==> src/rtl/hpx_pkg.sv <==
package hpx_pkg;
  parameter int unsigned HPX_WORD_W = 16;
  parameter int unsigned HPX_BYTE_W = 8;
  parameter int unsigned HPX_SYNC_STAGES = 2;
endpackage

==> src/rtl/hpx_rst_sync.sv <==
module hpx_rst_sync #(
  parameter int unsigned STAGES = hpx_pkg::HPX_SYNC_STAGES
) (
  input  logic clk,
  input  logic rst_n,
  output logic rst_sync_n
);
  logic [STAGES-1:0] sync_q;
  logic [STAGES-1:0] sync_d;

  always_comb begin
    sync_d = {sync_q[STAGES-2:0], 1'b1};
  end

  always_ff @(posedge clk or negedge rst_n) begin
    if (!rst_n) sync_q <= '0;
    else        sync_q <= sync_d;
  end

  assign rst_sync_n = sync_q[STAGES-1];
endmodule

==> src/rtl/hpx_lane.sv <==
module hpx_lane #(
  parameter int unsigned WORD_W = hpx_pkg::HPX_WORD_W,
  parameter int unsigned BYTE_W = hpx_pkg::HPX_BYTE_W,
  localparam int unsigned NBYTES = WORD_W / BYTE_W
) (
  input  logic              clk,
  input  logic              rst_n,
  input  logic [NBYTES-1:0] ld_mask,
  input  logic [WORD_W-1:0] ld_data,
  input  logic              commit,
  input  logic              rel,
  output logic              src_empty,
  output logic              snk_full,
  output logic [WORD_W-1:0] snk_data
);
  logic [WORD_W-1:0] src_q, src_d;
  logic [WORD_W-1:0] snk_q, snk_d;
  logic              empty_q, empty_d;
  logic              full_q, full_d;
  logic              xfer;

  assign xfer = !empty_q && !full_q;

  for (genvar b = 0; b < NBYTES; b++) begin : g_byte
    always_comb begin
      src_d[b*BYTE_W +: BYTE_W] = ld_mask[b] ? ld_data[b*BYTE_W +: BYTE_W]
                                             : src_q[b*BYTE_W +: BYTE_W];
    end
  end

  always_comb begin
    snk_d   = xfer ? src_q : snk_q;
    empty_d = empty_q;
    if (xfer)   empty_d = 1'b1;
    if (commit) empty_d = 1'b0;
    full_d  = full_q;
    if (rel)    full_d  = 1'b0;
    if (xfer)   full_d  = 1'b1;
  end

  always_ff @(posedge clk or negedge rst_n) begin
    if (!rst_n) begin
      src_q   <= '0;
      snk_q   <= '0;
      empty_q <= 1'b1;
      full_q  <= 1'b0;
    end else begin
      src_q   <= src_d;
      snk_q   <= snk_d;
      empty_q <= empty_d;
      full_q  <= full_d;
    end
  end

  assign src_empty = empty_q;
  assign snk_full  = full_q;
  assign snk_data  = snk_q;

  assert_commit_clears_empty_R2: assert property (@(posedge clk) disable iff (!rst_n)
    commit |=> !src_empty);

  assert_xfer_moves_word_R3: assert property (@(posedge clk) disable iff (!rst_n)
    (!src_empty && !snk_full) |=> (snk_full && snk_data == $past(src_q)));

  assert_xfer_frees_src_R3: assert property (@(posedge clk) disable iff (!rst_n)
    (!src_empty && !snk_full && !commit) |=> src_empty);

  assert_release_clears_full_R4: assert property (@(posedge clk) disable iff (!rst_n)
    (snk_full && rel) |=> !snk_full);

  assert_full_holds_R11: assert property (@(posedge clk) disable iff (!rst_n)
    (snk_full && !rel) |=> (snk_full && $stable(snk_data)));

  assert_collision_keeps_pending_R10: assert property (@(posedge clk) disable iff (!rst_n)
    (!src_empty && !snk_full && commit) |=> (!src_empty && snk_full));
endmodule

==> src/rtl/hpx_core_if.sv <==
module hpx_core_if #(
  parameter int unsigned WORD_W = hpx_pkg::HPX_WORD_W,
  parameter int unsigned BYTE_W = hpx_pkg::HPX_BYTE_W,
  localparam int unsigned NBYTES = WORD_W / BYTE_W
) (
  input  logic              clk,
  input  logic              rst_n,
  input  logic              core_wr,
  input  logic              core_rd,
  input  logic [WORD_W-1:0] core_wdata,
  input  logic              tx_ie,
  input  logic              rx_ie,
  input  logic              tx_empty,
  input  logic              rx_full,
  input  logic [WORD_W-1:0] rx_data,
  output logic [NBYTES-1:0] ld_mask,
  output logic [WORD_W-1:0] ld_data,
  output logic              commit,
  output logic              rel,
  output logic [WORD_W-1:0] core_rdata,
  output logic              tx_irq,
  output logic              rx_irq
);
  always_comb begin
    ld_mask    = {NBYTES{core_wr}};
    ld_data    = core_wdata;
    commit     = core_wr;
    rel        = core_rd;
    core_rdata = rx_data;
    tx_irq     = tx_empty & tx_ie;
    rx_irq     = rx_full & rx_ie;
  end

  assert_tx_irq_gated_R5: assert property (@(posedge clk) disable iff (!rst_n)
    (core_wr && !tx_ie) |=> !tx_irq);

  assert_rx_read_drops_irq_R8: assert property (@(posedge clk) disable iff (!rst_n)
    (core_rd && rx_full) |=> !rx_irq);
endmodule

==> src/rtl/hpx_host_if.sv <==
module hpx_host_if #(
  parameter int unsigned WORD_W = hpx_pkg::HPX_WORD_W,
  parameter int unsigned BYTE_W = hpx_pkg::HPX_BYTE_W,
  localparam int unsigned NBYTES = WORD_W / BYTE_W,
  localparam int unsigned SEL_W  = (NBYTES > 1) ? $clog2(NBYTES) : 1
) (
  input  logic              host_wr,
  input  logic              host_rd,
  input  logic [SEL_W-1:0]  host_sel,
  input  logic [BYTE_W-1:0] host_wdata,
  input  logic [WORD_W-1:0] rx_data,
  output logic [NBYTES-1:0] ld_mask,
  output logic [WORD_W-1:0] ld_data,
  output logic              commit,
  output logic              rel,
  output logic [BYTE_W-1:0] host_rdata
);
  logic last_byte;
  assign last_byte = (host_sel == '0);

  for (genvar b = 0; b < NBYTES; b++) begin : g_sel
    assign ld_mask[b] = host_wr && (host_sel == SEL_W'(b));
    assign ld_data[b*BYTE_W +: BYTE_W] = host_wdata;
  end

  always_comb begin
    commit     = host_wr && last_byte;
    rel        = host_rd && last_byte;
    host_rdata = '0;
    for (int b = 0; b < NBYTES; b++) begin
      if (host_sel == SEL_W'(b)) host_rdata = rx_data[b*BYTE_W +: BYTE_W];
    end
  end

  always_comb begin
    assert_mask_onehot_R6: assert ($onehot0(ld_mask));
  end
endmodule

==> src/rtl/hostport_xchg.sv <==
module hostport_xchg #(
  parameter int unsigned WORD_W      = hpx_pkg::HPX_WORD_W,
  parameter int unsigned BYTE_W      = hpx_pkg::HPX_BYTE_W,
  parameter int unsigned SYNC_STAGES = hpx_pkg::HPX_SYNC_STAGES
) (
  input  logic                                 clk,
  input  logic                                 rst_n,
  input  logic                                 core_wr,
  input  logic                                 core_rd,
  input  logic [WORD_W-1:0]                    core_wdata,
  output logic [WORD_W-1:0]                    core_rdata,
  input  logic                                 core_tx_ie,
  input  logic                                 core_rx_ie,
  output logic                                 core_tx_empty,
  output logic                                 core_rx_full,
  output logic                                 core_tx_irq,
  output logic                                 core_rx_irq,
  input  logic [$clog2(WORD_W/BYTE_W)-1:0]     host_sel,
  input  logic                                 host_wr,
  input  logic                                 host_rd,
  input  logic [BYTE_W-1:0]                    host_wdata,
  output logic [BYTE_W-1:0]                    host_rdata,
  output logic                                 host_tx_empty,
  output logic                                 host_rx_full
);
  localparam int unsigned NBYTES = WORD_W / BYTE_W;

  logic              rst_i_n;
  logic [NBYTES-1:0] c_mask, h_mask;
  logic [WORD_W-1:0] c_ldata, h_ldata;
  logic              c_commit, c_rel, h_commit, h_rel;
  logic [WORD_W-1:0] out_snk, in_snk;

  hpx_rst_sync #(.STAGES(SYNC_STAGES)) i_rst (
    .clk(clk), .rst_n(rst_n), .rst_sync_n(rst_i_n)
  );

  hpx_core_if #(.WORD_W(WORD_W), .BYTE_W(BYTE_W)) i_core (
    .clk(clk), .rst_n(rst_i_n),
    .core_wr(core_wr), .core_rd(core_rd), .core_wdata(core_wdata),
    .tx_ie(core_tx_ie), .rx_ie(core_rx_ie),
    .tx_empty(core_tx_empty), .rx_full(core_rx_full), .rx_data(in_snk),
    .ld_mask(c_mask), .ld_data(c_ldata), .commit(c_commit), .rel(c_rel),
    .core_rdata(core_rdata), .tx_irq(core_tx_irq), .rx_irq(core_rx_irq)
  );

  hpx_host_if #(.WORD_W(WORD_W), .BYTE_W(BYTE_W)) i_host (
    .host_wr(host_wr), .host_rd(host_rd), .host_sel(host_sel),
    .host_wdata(host_wdata), .rx_data(out_snk),
    .ld_mask(h_mask), .ld_data(h_ldata), .commit(h_commit), .rel(h_rel),
    .host_rdata(host_rdata)
  );

  // core -> host direction
  hpx_lane #(.WORD_W(WORD_W), .BYTE_W(BYTE_W)) i_out (
    .clk(clk), .rst_n(rst_i_n),
    .ld_mask(c_mask), .ld_data(c_ldata), .commit(c_commit), .rel(h_rel),
    .src_empty(core_tx_empty), .snk_full(host_rx_full), .snk_data(out_snk)
  );

  // host -> core direction
  hpx_lane #(.WORD_W(WORD_W), .BYTE_W(BYTE_W)) i_in (
    .clk(clk), .rst_n(rst_i_n),
    .ld_mask(h_mask), .ld_data(h_ldata), .commit(h_commit), .rel(c_rel),
    .src_empty(host_tx_empty), .snk_full(core_rx_full), .snk_data(in_snk)
  );

  assert_out_of_reset_R1: assert property (@(posedge clk)
    (!rst_i_n) |=> (core_tx_empty && host_tx_empty && !core_rx_full && !host_rx_full));
endmodule

==> config.mk <==
export PLATFORM = sky130hd
export DESIGN_NAME = hostport_xchg
export DESIGN_NICKNAME = d
export VERILOG_FILES = /design/src/rtl/hpx_pkg.sv /design/src/rtl/hpx_rst_sync.sv /design/src/rtl/hpx_lane.sv /design/src/rtl/hpx_core_if.sv /design/src/rtl/hpx_host_if.sv /design/src/rtl/hostport_xchg.sv
export SDC_FILE = /design/constraint.sdc
export NUM_CORES = 1
export LEC_CHECK = 0
export BUFFER_PORTS_ARGS = -buffer_cell sky130_fd_sc_hd__clkbuf_2
export CAP_MARGIN = 20
export CORE_MARGIN = 4
export CORE_UTILIZATION = 32
export DETAILED_ROUTE_END_ITERATION = 16
export GPL_TIMING_DRIVEN = 0
export PLACE_DENSITY = 0.58
export SLEW_MARGIN = 20
export SYNTH_ARGS = -nofsm -noshare
export SYNTH_HDL_FRONTEND = slang
export SYNTH_SLANG_ARGS = --single-unit
==> constraint.sdc <==
create_clock -name clk -period 2.2 [get_ports clk]
set_input_delay 0.22 -clock clk [delete_from_list [all_inputs] [get_ports clk]]
set_output_delay 0.22 -clock clk [all_outputs]
set_load 0.05 [all_outputs]
# ---- Word-level counts from Yosys, hierarchy flattened
# Index checks and enable logic that the tools add are counted.
dict set report totals {
  output_inout_bits 30
  elab_cells 35
  register_bits 70
  in_bits 33
}
dict set report classes {
  mux 9
  reduce_logical 13
  n_bitwise 3
}
# cell n
set op_table {}
lappend op_table {{two-way mux 1 bit} 8}
lappend op_table {{two-way mux 8 bit} 1}
lappend op_table {{nonzero test 2 bit} 4}
lappend op_table {{logical AND 1 bit} 5}
lappend op_table {{zero test 1 bit} 4}
lappend op_table {{AND 1 bit} 2}
lappend op_table {{NOT 1 bit} 1}

# ---- Logic depth before layout (Yosys ltp)
dict set report depth {
  word_depth 4
  mapped_depth 3
  mapped_depth_nobuf 2
}

# ---- Cells and area by module
# Synthesis repeated with hierarchy kept, for this count alone.
dict set report unflattened {
  cells_unflattened 216
  hier_area_um2 3236.9
}
# module seq_area_each_um2 n_inst area_each_um2 cells_each
set modules_own_cells {}
lappend modules_own_cells {hpx_lane 852.1 2 1310.0 73}
lappend modules_own_cells {hpx_core_if 0.0 1 282.8 38}
lappend modules_own_cells {hpx_host_if 0.0 1 280.3 29}
lappend modules_own_cells {hpx_rst_sync 50.0 1 53.8 3}

# ---- Worst setup path after synthesis
# Ideal clock, no wire load.
dict set report synth_path {
  kind {flip-flop to flip-flop}
  startpoint {register i_out.full_q (netlist: i_out.snk_full)}
  endpoint {register i_out.snk_q[10] (netlist: i_out.snk_data[10])}
  path_buffers 1
  setup_ps 125
  slack_ps 729
  stages_incl_launch_ff 4
  required_ps 2075
  arrival_time_ps 1346
  period_less_slack_ps 1471
  cell_sequence {dfrtp_1 -> nor2_4 -> buf_6 -> mux2_2}
}
dict set report synth_between {
  elab_chain_len 2
}
# element line_no
set synth_rtl {}
lappend synth_rtl {{start: declaration} hpx_lane.sv:19} ;# logic full_q, full_d;
lappend synth_rtl {{start signal: assignment} hpx_lane.sv:51} ;# full_q <= full_d;
lappend synth_rtl {{zero test 1 bit} hpx_lane.sv:22} ;# assign xfer = !empty_q && !full_q;
lappend synth_rtl {{logical AND 1 bit} hpx_lane.sv:22}
lappend synth_rtl {{end signal: assignment} hpx_lane.sv:49} ;# snk_q <= snk_d;
lappend synth_rtl {{end: declaration} hpx_lane.sv:17} ;# logic [WORD_W-1:0] snk_q, snk_d;
# Every way passes these cells.
# A chain may end at the register's enable or synchronous reset.

# ---- Final worst setup path
dict set report layout_path {
  startpoint {register i_out.empty_q (netlist: i_out.src_empty)}
  endpoint {output port core_tx_irq}
}
dict set report layout_between {
  elab_chain_len 1
}
# element line_no
set layout_rtl {}
lappend layout_rtl {{start: declaration} hpx_lane.sv:18} ;# logic empty_q, empty_d;
lappend layout_rtl {{start signal: assignment} hpx_lane.sv:50} ;# empty_q <= empty_d;
lappend layout_rtl {{AND 1 bit} hpx_core_if.sv:30} ;# tx_irq = tx_empty & tx_ie;
lappend layout_rtl {{end: declaration} hostport_xchg.sv:16} ;# output logic core_tx_irq,
# Every way passes these cells.

==> metrics.md <==
| Metric | Value |
|---|---|
| Status | finished, final reports clean |
| First-pass GRT wire length | 8220 um |
| Setup_tns | 0 ps |
| Die Footprint | 0.0100 sq mm |
| Post-DP HPWL | 3560 um |
| Leak | 1.52 nW |
| Final instance area | 0.00333 sq mm |
| CTS Buf Count | 9 |
| DRC viols | 0 |
| DR top layer | met4 |
| # setup viols final | 0 |
| Final core utilization | 40.6% |
| Register area share after synthesis | 64.7% |
| Synth Register Bits | 70 |
| Die width | 100 um |
| GRT Overall Usage | 10.8% |
| Largest net degree at the start of global routing | 38 |
| Max-Cap Viols | 0 |
| Ports | 63 |
| Clock skew | 11.2 ps |
| R2R cell count | 3 |
| Critical Path AT | 1300 ps |
| Yosys cell types | 18 |
| Share of layout cells above drive strength 1 | 61.8% |
| Layout Nets | 269 |
| Clock buffer depth | 2 |
| Total grt overflow | 0 |
| DRT Pass-1 Iters | 2 |
| Worst-skew pair later-pin latency | 330 ps |
| DR vias/cell | 4.47 |
| Fmax | 660 MHz |
| Yosys warns | 0 |
| Post-synth top flop | dfrtp_1 |
| Core Box Area | 0.00822 sq mm |
| Port bufs | 61 |
| # clock sinks | 70 |
| Mapped Area | 0.00271 sq mm |
| Kind of critical path | register to output port |
| Root Buffer Master | clkbuf_8 |
| Met2 WL | 2410 um |
| Tcrit/Tclk final | 68.9% |
| Most common cell after layout, fill and taps aside | dfrtp_1 |
| Peak supply drop | 0.461 mV |
| Placed Area | 0.00317 sq mm |
| Syn Nets | 195 |
| Worst setup margin | 684 ps |
| Final Hold Viols | 0 |
| Routability cong. | 0.649 |
| WL/cell | 14.4 um |
| Reg-to-Reg End | i_out.snk_data[9] |
| Routed Antenna Nets | 0 |
| Diode count | 0 |
| Worst min-delay path class | primary input to register |
| Final Max Tran Viols | 0 |
| Die height | 100 um |
| Crit-path max FO | 4 |
| Vias post-DR | 1547 |
| Mapped Cells | 162 |
| Critical Path Source Type | register |
| Metal3 WL | 301 um |
| Vias in the first global route | 1668 |
| RSZ-0062 raised after global routing | false |
| Htree depth | 3 |
| Commonest non-fill, non-tap cells in the layout | dfrtp_1 (67), mux2_2 (62), clkbuf_2 (61) |
| Worst r2r src | i_out.snk_full |
| CP Capture Point | core_tx_irq |
| Routed wire length | 4990 um |
| Avg Cell Area, Syn | 16.7 sq um |
| Ys async rst share | 100% |
| Post-route minimum period | 1520 ps |
| CTS tree | done |
| Floorplan row count | 33 |
| Reg2reg setup slack | 830 ps |
| Pre-CTS setup slack | 814 ps |
| Syn-to-layout area delta | 23.0% |
| Post-CTS Setup Bufs | 0 |
| Critical path required time | 1980 ps |
| Crit path from | i_out.src_empty |
| CP Capture Type | output port |
| PwrDens | 1240 mW/mm^2 |
| Clock transition at path regs | 70 ps |
| Initial Utilization | 33.0% |
| Iteration-0 DRC Markers | 6 |
| Antenna violations before repair | 0 |
| Post-synth EDFFs | 0 |
| Metal1 wirelength | 2200 um |
==> what timing repair did <==
item	in CTS	in global routing
hold buffers	1	0
hold endpoints to repair	2	0
resized for setup	0	0
==> Yosys cell counts, drive strengths merged (2+ instances only) <==
library cell,n,area (sq um)
mux2,72,815
dfrtp,68,1700
buf,6,47.5
a21oi,2,10.0
and2,2,12.5
dfstp,2,52.6
inv,2,7.51
nor2,2,22.5
==> registers in the layout (all words and copies together) (netlist names) <==
name and count:
i_out.snk_data 16, i_in.src_q 16, i_in.snk_data 16, i_out.src_empty 1
i_out.snk_full 1, i_rst.sync_q 2, i_in.snk_full 1, i_in.src_empty 1
i_out.src_q 16
==> metrics by stage <==
stage	total power, W	hold WS [ps]	cells
CTS	0.00422	39.5	346
global route	0.00437	54.8	346
finish	0.00414	63.0	346
detailed placement	0.00335	14.6	329
global placement	0.00332	6.87	328
floorplan	0.00298	-75.6	162
==> where the power goes <==
group          switching [W]  total, W  internal (W)
Sequential          0.000180   0.00180       0.00162
Clock               0.000433  0.000838      0.000405
Combinational        0.00102   0.00150      0.000482
Total                0.00163   0.00414       0.00251
==> per-layer routing <==
metal / track usage, % / up-vias
met1: 13.9 / 773
met2: 16.5 / 49
met3: 3.47 / 6
met5: 0 / -
li1: - / 719
met4: 5.60 / 0
==> cells by family after synthesis <==
logic type	synth area share [%]
multiplexers	30.4
other	0.138
buffers and inverters	2.03
flip-flops	64.7
AO/OA/AOI/OAI	0.646
AND/OR/NAND/NOR	2.03
==> critical path: stages (launching register included) <==
cell	delay [ps]
dfstp_2	570
and2_1	130
clkbuf_2	270
==> worst min path at each step <==
stage	from	endpoint	slack, ps	cells past startpoint
after floorplan	rst_n	i_rst.sync_q[0]	-80	0
after global placement	rst_n	i_rst.sync_q[0]	7	1
after detailed placement	rst_n	i_rst.sync_q[0]	10	1
after CTS	core_rd	i_in.snk_full	40	2
after global routing	core_rd	i_in.snk_full	50	2
final	core_rd	i_in.snk_full	60	2
==> layout make-up <==
type                       instances  area, sq um
clock buffer                      13          139
sequential                        70         1760
timing repair buffer              63          335
multi-input combinational         84          901
tap                              105          131
buffer                             6         47.5
inverter                           2         7.51
clock inverter                     3         15.0
fill                             801         4880
(Power assumes the default switching activity.)
